**src/rtl/lvq_pkg.sv**
```systemverilog
// Shared helpers for the load value replication queue.
// Assumes pointer values stay below the depth they are wrapped against.
package lvq_pkg;
    // Advance a circular index, wrapping to zero after depth-1.
    function automatic int unsigned wrap_next(int unsigned idx, int unsigned depth);
        return (idx == depth - 1) ? 0 : idx + 1;
    endfunction
endpackage

```
**src/rtl/lvq_ptrs.sv**
```systemverilog
// Occupancy tracking for the queue: write index, read index, fill count.
// Assumes push_en is never asserted while full and pop_en never while empty
// (the top gates both); DEPTH >= 2. Reset empties the queue.
module lvq_ptrs #(
    parameter  int DEPTH = 32,
    localparam int PW    = $clog2(DEPTH),
    localparam int CW    = $clog2(DEPTH + 1)
) (
    input  logic          clk,
    input  logic          rst_n,
    input  logic          push_en,
    input  logic          pop_en,
    output logic [PW-1:0] wr_ptr,
    output logic [PW-1:0] rd_ptr,
    output logic          full,
    output logic          empty
);
    import lvq_pkg::*;

    logic [CW-1:0] count;

    // Move the write index on each accepted write.
    always_ff @(posedge clk) begin
        if (!rst_n)       wr_ptr <= '0;
        else if (push_en) wr_ptr <= PW'(wrap_next(int'(wr_ptr), DEPTH));
    end

    // Move the read index on each accepted take.
    always_ff @(posedge clk) begin
        if (!rst_n)      rd_ptr <= '0;
        else if (pop_en) rd_ptr <= PW'(wrap_next(int'(rd_ptr), DEPTH));
    end

    // Keep the fill count; a write and a take together cancel out.
    always_ff @(posedge clk) begin
        if (!rst_n)                  count <= '0;
        else if (push_en && !pop_en) count <= count + 1'b1;
        else if (pop_en && !push_en) count <= count - 1'b1;
    end

    // Decode the boundary flags from the count.
    always_comb begin
        full  = (count == CW'(DEPTH));
        empty = (count == '0);
    end

    // the count never exceeds the depth
    assert_no_overflow_R3: assert property (@(posedge clk) disable iff (!rst_n)
        count <= CW'(DEPTH));
    // a full queue without a take stays full
    assert_full_holds_R3: assert property (@(posedge clk) disable iff (!rst_n)
        (full && !pop_en) |=> full);
    // an empty queue without a write stays empty
    assert_empty_holds_R4: assert property (@(posedge clk) disable iff (!rst_n)
        (empty && !push_en) |=> empty);
    // a write and a take together keep the indices the same distance apart
    assert_same_fill_R7: assert property (@(posedge clk) disable iff (!rst_n)
        (push_en && pop_en) |=> (full == $past(full)) && (empty == $past(empty)));
    // never full and empty at once
    assert_flags_excl_R1: assert property (@(posedge clk) disable iff (!rst_n)
        !(full && empty));
endmodule

```
**src/rtl/lvq_ram.sv**
```systemverilog
// Storage array for address/data entries: one write port, one
// asynchronous read port. Holds no reset; validity comes from the indices.
module lvq_ram #(
    parameter  int DEPTH = 32,
    parameter  int W     = 96,
    localparam int PW    = $clog2(DEPTH)
) (
    input  logic          clk,
    input  logic          we,
    input  logic [PW-1:0] waddr,
    input  logic [W-1:0]  wdata,
    input  logic [PW-1:0] raddr,
    output logic [W-1:0]  rdata
);
    logic [W-1:0] mem [DEPTH];

    // Store one entry per accepted write.
    always_ff @(posedge clk) begin
        if (we) mem[waddr] <= wdata;
    end

    // Read the head entry without a clock.
    always_comb rdata = mem[raddr];
endmodule

```
**src/rtl/lvq_cmp.sv**
```systemverilog
// Address check for the trailing copy: registers a one-cycle fault pulse
// when a take's requested address differs from the stored one.
// Assumes pop_en is asserted only for an accepted take.
module lvq_cmp #(
    parameter int AW = 32
) (
    input  logic          clk,
    input  logic          rst_n,
    input  logic          pop_en,
    input  logic [AW-1:0] req_addr,
    input  logic [AW-1:0] head_addr,
    output logic          fault
);
    // Flag a mismatching take for exactly the following cycle.
    always_ff @(posedge clk) begin
        if (!rst_n) fault <= 1'b0;
        else        fault <= pop_en && (req_addr != head_addr);
    end

    // a fault pulse is always preceded by a take
    assert_fault_after_take_R5: assert property (@(posedge clk) disable iff (!rst_n)
        fault |-> $past(pop_en));
    // a matching take never raises a fault
    assert_match_clean_R6: assert property (@(posedge clk) disable iff (!rst_n)
        (pop_en && (req_addr == head_addr)) |=> !fault);
    // no take, no fault
    assert_idle_clean_R6: assert property (@(posedge clk) disable iff (!rst_n)
        !pop_en |=> !fault);
endmodule

```
**src/rtl/ldval_replq.sv**
```systemverilog
// Load value replication queue. The leading copy writes each cache-load
// result with its address; the trailing copy takes values in program order
// and has its address checked. Assumes fixed leading/trailing roles,
// synchronous active-low reset that flushes all entries.
module ldval_replq #(
    parameter  int DEPTH = 32,
    parameter  int AW    = 32,
    parameter  int DW    = 64,
    localparam int PW    = $clog2(DEPTH),
    localparam int EW    = AW + DW
) (
    input  logic          clk,
    input  logic          rst_n,
    input  logic          lead_valid,
    output logic          lead_ready,
    input  logic [AW-1:0] lead_addr,
    input  logic [DW-1:0] lead_data,
    input  logic          trail_valid,
    output logic          trail_ready,
    input  logic [AW-1:0] trail_addr,
    output logic [DW-1:0] trail_data,
    output logic          trail_fault
);
    logic          full, empty, push_en, pop_en;
    logic [PW-1:0] wr_ptr, rd_ptr;
    logic [EW-1:0] head;

    // Accept only on the handshake side that is free.
    always_comb begin
        lead_ready  = !full;
        trail_ready = !empty;
        push_en     = lead_valid && !full;
        pop_en      = trail_valid && !empty;
        trail_data  = empty ? '0 : head[DW-1:0];
    end

    lvq_ptrs #(.DEPTH(DEPTH)) u_ptrs (
        .clk(clk), .rst_n(rst_n), .push_en(push_en), .pop_en(pop_en),
        .wr_ptr(wr_ptr), .rd_ptr(rd_ptr), .full(full), .empty(empty)
    );

    lvq_ram #(.DEPTH(DEPTH), .W(EW)) u_ram (
        .clk(clk), .we(push_en), .waddr(wr_ptr), .wdata({lead_addr, lead_data}),
        .raddr(rd_ptr), .rdata(head)
    );

    lvq_cmp #(.AW(AW)) u_cmp (
        .clk(clk), .rst_n(rst_n), .pop_en(pop_en), .req_addr(trail_addr),
        .head_addr(head[EW-1:DW]), .fault(trail_fault)
    );

    // the head value holds while nothing is taken
    assert_head_stable_R8: assert property (@(posedge clk) disable iff (!rst_n)
        (trail_ready && !trail_valid) |=> $stable(trail_data));
    // an empty queue shows zero data
    assert_empty_zero_R4: assert property (@(posedge clk) disable iff (!rst_n)
        !trail_ready |-> (trail_data == '0));
endmodule

```
**config.mk**
```make
export PLATFORM = sky130hd
export DESIGN_NAME = ldval_replq
export DESIGN_NICKNAME = d
export VERILOG_FILES = /design/src/rtl/lvq_pkg.sv /design/src/rtl/lvq_ptrs.sv /design/src/rtl/lvq_ram.sv /design/src/rtl/lvq_cmp.sv /design/src/rtl/ldval_replq.sv
export SDC_FILE = /design/constraint.sdc
export NUM_CORES = 2
export LEC_CHECK = 0
export BUFFER_PORTS_ARGS = -buffer_cell sky130_fd_sc_hd__buf_2
export CORE_MARGIN = 5
export CORE_UTILIZATION = 59
export DETAILED_ROUTE_END_ITERATION = 10
export HOLD_SLACK_MARGIN = 0.08
export PLACE_DENSITY = 0.75
export SETUP_SLACK_MARGIN = 0.5
export SLEW_MARGIN = 20
export SYNTH_ARGS = -nofsm -noshare
export SYNTH_HDL_FRONTEND = slang
export SYNTH_HIERARCHICAL = 1
export SYNTH_SLANG_ARGS = --single-unit
```
**constraint.sdc**
```tcl
create_clock -name clk -period 6.8 [get_ports clk]
set_input_delay 0.34 -clock clk [delete_from_list [all_inputs] [get_ports clk]]
set_output_delay 0.34 -clock clk [all_outputs]
set_load 0.05 [all_outputs]
```
==> flow_metrics.py <==
metrics = {
    "setup_path": {
        "crit_fanout": 123,
        "cp_top_family": "buffers and inverters",
        "worstSetupStartpointType": "flop",
        "worstPathArrival_ns": 6.69,
        "worstSetupEndpointType": "flop",
        "slowest_delay_ns": 1.05,
        "ff2ff_path_depth": 12,
        "slowest_stage": "dfxtp_4",
        "crit_type": "flop to flop",
        "cp.required_ns": 7.63,
        "cp.depth": 12,
        "critPathBufInv": 4,
        "cpMostUsedCell": "dlygate4sd3_1",
        "crit_chain": "buf_12 > mux4_2 > a22o_1 > a31oi_1 > nand3_1 > xnor2_1 > nand4_1 > dlygate4sd3_1 > nor4_1 > dlygate4sd3_1 > a21oi_1 > dlygate4sd3_1",
    },
    "logic_synthesis": {
        "synth_flop_cell": "edfxtp_1",
        "ys_seq_area_frac": 0.782,
        "synth_warnings": 6,
        "synthTopCellsByCount": "edfxtp_1, mux2i_1, a22oi_1",
        "ys_types": 47,
        "async_flop_share": 0,
        "synth_nets": 5871,
        "syn_area_um2": 118000,
        "synth.area.top_cells": "edfxtp_1, mux4_2, mux2i_1",
        "synth_seq_cells": 3089,
        "synth_top_area_cell": "edfxtp_1",
        "yosysMostFrequentCell": "edfxtp_1",
        "synth_top_cell_area_share": 0.779,
        "synth-edff-count": 3072,
        "syn_avg_cell_area_um2": 20.7,
        "syn_inst": 5729,
    },
    "sta": {
        "setup_viol": 0,
        "final-hold-violation-count": 0,
        "skew_ns": 0.0675,
        "slew_headroom": 0.208,
        "hold_slack_ns": 0.423,
        "worst_pin_slew_ns": 1.18,
        "grt_setup_unrepaired": "false",
        "period_minus_slack_ns": 5.86,
        "max_freq_mhz": 171,
        "finalMaxSlewViolations": 0,
        "period_share": 0.861,
        "finalSetupTns_ns": 0,
    },
    "finish": {
        "finalNetCount": 6279,
        "finish.utilization": 0.668,
        "layoutNonFillerInstCount": 9017,
        "area_delta_synth_final_pct": 12.6,
        "drive_above_1_share": 0.184,
    },
    "drt": {
        "via_per_inst": 6.82,
        "drc": 0,
        "avgRoutedWirePerCell_um": 33.7,
        "dr.first_iter.drc_count": 8428,
        "firstDrtPassIters": 6,
        "final_antenna_net_count": 0,
        "dr_total_vias": 61500,
        "wirelength_um": 304000,
    },
    "floorplan": {
        "fp.dieArea_um2": 210000,
        "coreArea_um2": 200000,
        "num_rows": 164,
        "die_w_um": 458,
        "start_util": 0.593,
        "die_h_um": 458,
        "ios": 199,
    },
    "clock_tree": {
        "path_clk_slew_ns": 0.06,
        "cts_tree": "yes",
        "postCtsSetupRepairBufs": 0,
        "cts_root_buf": "clkbuf_16",
        "cts_buffers": 310,
        "worstSkewPairLatency_ns": 0.95,
        "htreeDepth": 5,
        "clk_path_buf_depth": 4,
        "cts_sinks": 3089,
        "cts_resized": 0,
    },
    "grt": {
        "grt_pass1_wl_um": 434000,
        "antenna_found_initial": 17,
        "grt_max_degree": 144,
        "overflow": 0,
        "grt_usage": 0.288,
        "grt_pass1_vias": 61000,
    },
    "power": {
        "powerDensity_nw_per_um2": 330,
        "leakagePower_nw": 40.4,
        "ir_drop_uv": 335,
    },
    "place": {
        "port_buffers": 198,
        "post-dp-hpwl_um": 145000,
        "gp_congestion": 0.763,
        "dp.cells": 8377,
    },
    "status": {
        "status": "complete, no violations",
    },
    "min_path": {
        "worstHoldPathCells": 2,
        "hp-class": "primary input to flop",
    },
    "flow_run": {
        "maxCapViolations": 0,
    },
}
final cells by class:
| cell class | instances | area, um^2 |
|---|---|---|
| diodes | 8 | 20.0 |
| clock buffers | 375 | 8150 |
| clock inverters | 153 | 1200 |
| fillers | 12200 | 66300 |
| inverters | 6 | 22.5 |
| multi-input cells | 2305 | 24500 |
| flip-flops and latches | 3089 | 92600 |
| well taps | 2656 | 3320 |
| repair buffers | 425 | 3560 |
routing by layer:
| layer | global-route usage | part of all wire |
|---|---|---|
| met2 | 0.457 | 0.48 |
| met4 | 0.106 | 0.039 |
| met3 | 0.0581 | 0.12 |
| met1 | 0.403 | 0.36 |
| met5 | 0 | 0.000079 |
state kept, by name, indices dropped and copies added, names as in the netlist:
name	cells
u_cmp/fault	1
u_ptrs/count	6
u_ptrs/rd_ptr	5
u_ptrs/wr_ptr	5
u_ram/mem	3072
kinds of logic (layout without fill, tap and decap cells):
group,count (synthesis),count (layout),share of synthesized area
other,0,8,0
xor gates and xnor gates,35,35,0.00259
AOI/OAI and AO/OA,647,647,0.0408
and+or+nand+nor,455,455,0.0208
buffers and inverters,335,959,0.0144
adders and majority gates,10,10,0.00112
DFF,3089,3089,0.782
muxes,1158,1158,0.138
path summary, 6_finish.rpt:
kind	from	endpoint	slack [ns]
worst max register to register	u_ptrs/rd_ptr[2]$_SDFFE_PN0P_	u_cmp/fault$_SDFF_PN0_	0.94
worst min-delay path	lead_data[60]	u_ram/mem[22][60]$_DFFE_PP_	0.42
worst max-delay path	u_ptrs/rd_ptr[2]$_SDFFE_PN0P_	u_cmp/fault$_SDFF_PN0_	0.94
worst min register to register	u_ptrs/count[3]$_SDFFE_PN0P_	u_ptrs/count[3]$_SDFFE_PN0P_	0.57
power breakdown:
part	internal (mW)	switching, mW	leakage, nW	total [mW]
sequential	21.2	0.118	27.8	21.3
clock	9.20	6.79	4.59	16.0
combinational	2.22	4.42	7.99	6.64
metrics by stage:
| stage | setup slack [ns] | instance area, um^2 | power (mW) |
|---|---|---|---|
| global placement | 1.91 | 123000 | 28.2 |
| global route | 0.829 | 133000 | 45.3 |
| detailed placement | 1.84 | 123000 | 28.3 |
| CTS | 0.925 | 133000 | 44.1 |
| finish | 0.943 | 133000 | 44.0 |
| floorplan | 0.725 | 118000 | 26.3 |
worst register-to-register path, delay by kind of cell (launching register included):
kind,cells,cell delay [ns]
mux,1,0.63
xor+xnor,1,0.46
compound gates,3,0.51
simple gates,3,0.62
flops,1,1.05
buf+inv,4,2.46
cell usage in the layout, fill, tap and decap left out, types with 6 or more instances in the layout:
master         synthesis  final
a21oi_1               15     15
a22o_1                51     51
a22oi_1              511    511
a31oi_1               51     51
and2_1                12      9
buf_12                 0     47
buf_2                116    198
buf_4                 34     76
bufinv_16              0     19
clkbuf_1             140     58
clkbuf_16              0    317
clkinv_1               0     75
clkinv_2               0     47
dfxtp_1               17     12
diode_2                0      8
dlygate4sd3_1          0    103
edfxtp_1            3072   3072
ha_1                   9      9
inv_1                  6      6
mux2i_1              774    774
mux4_2               384    384
nand2_1               18     18
nand3_1              199    199
nand4_1               54     54
nor2_1                50     10
nor2_4                 0     37
nor2b_1               90     83
nor2b_4                0      7
xnor2_1               34     34
what timing repair did:
item	in CTS	in global routing
endpoints found under the setup margin	0	0
endpoints found under the hold margin	3089	0
hold buffers	103	0
Power figures use the tool's default switching activity.
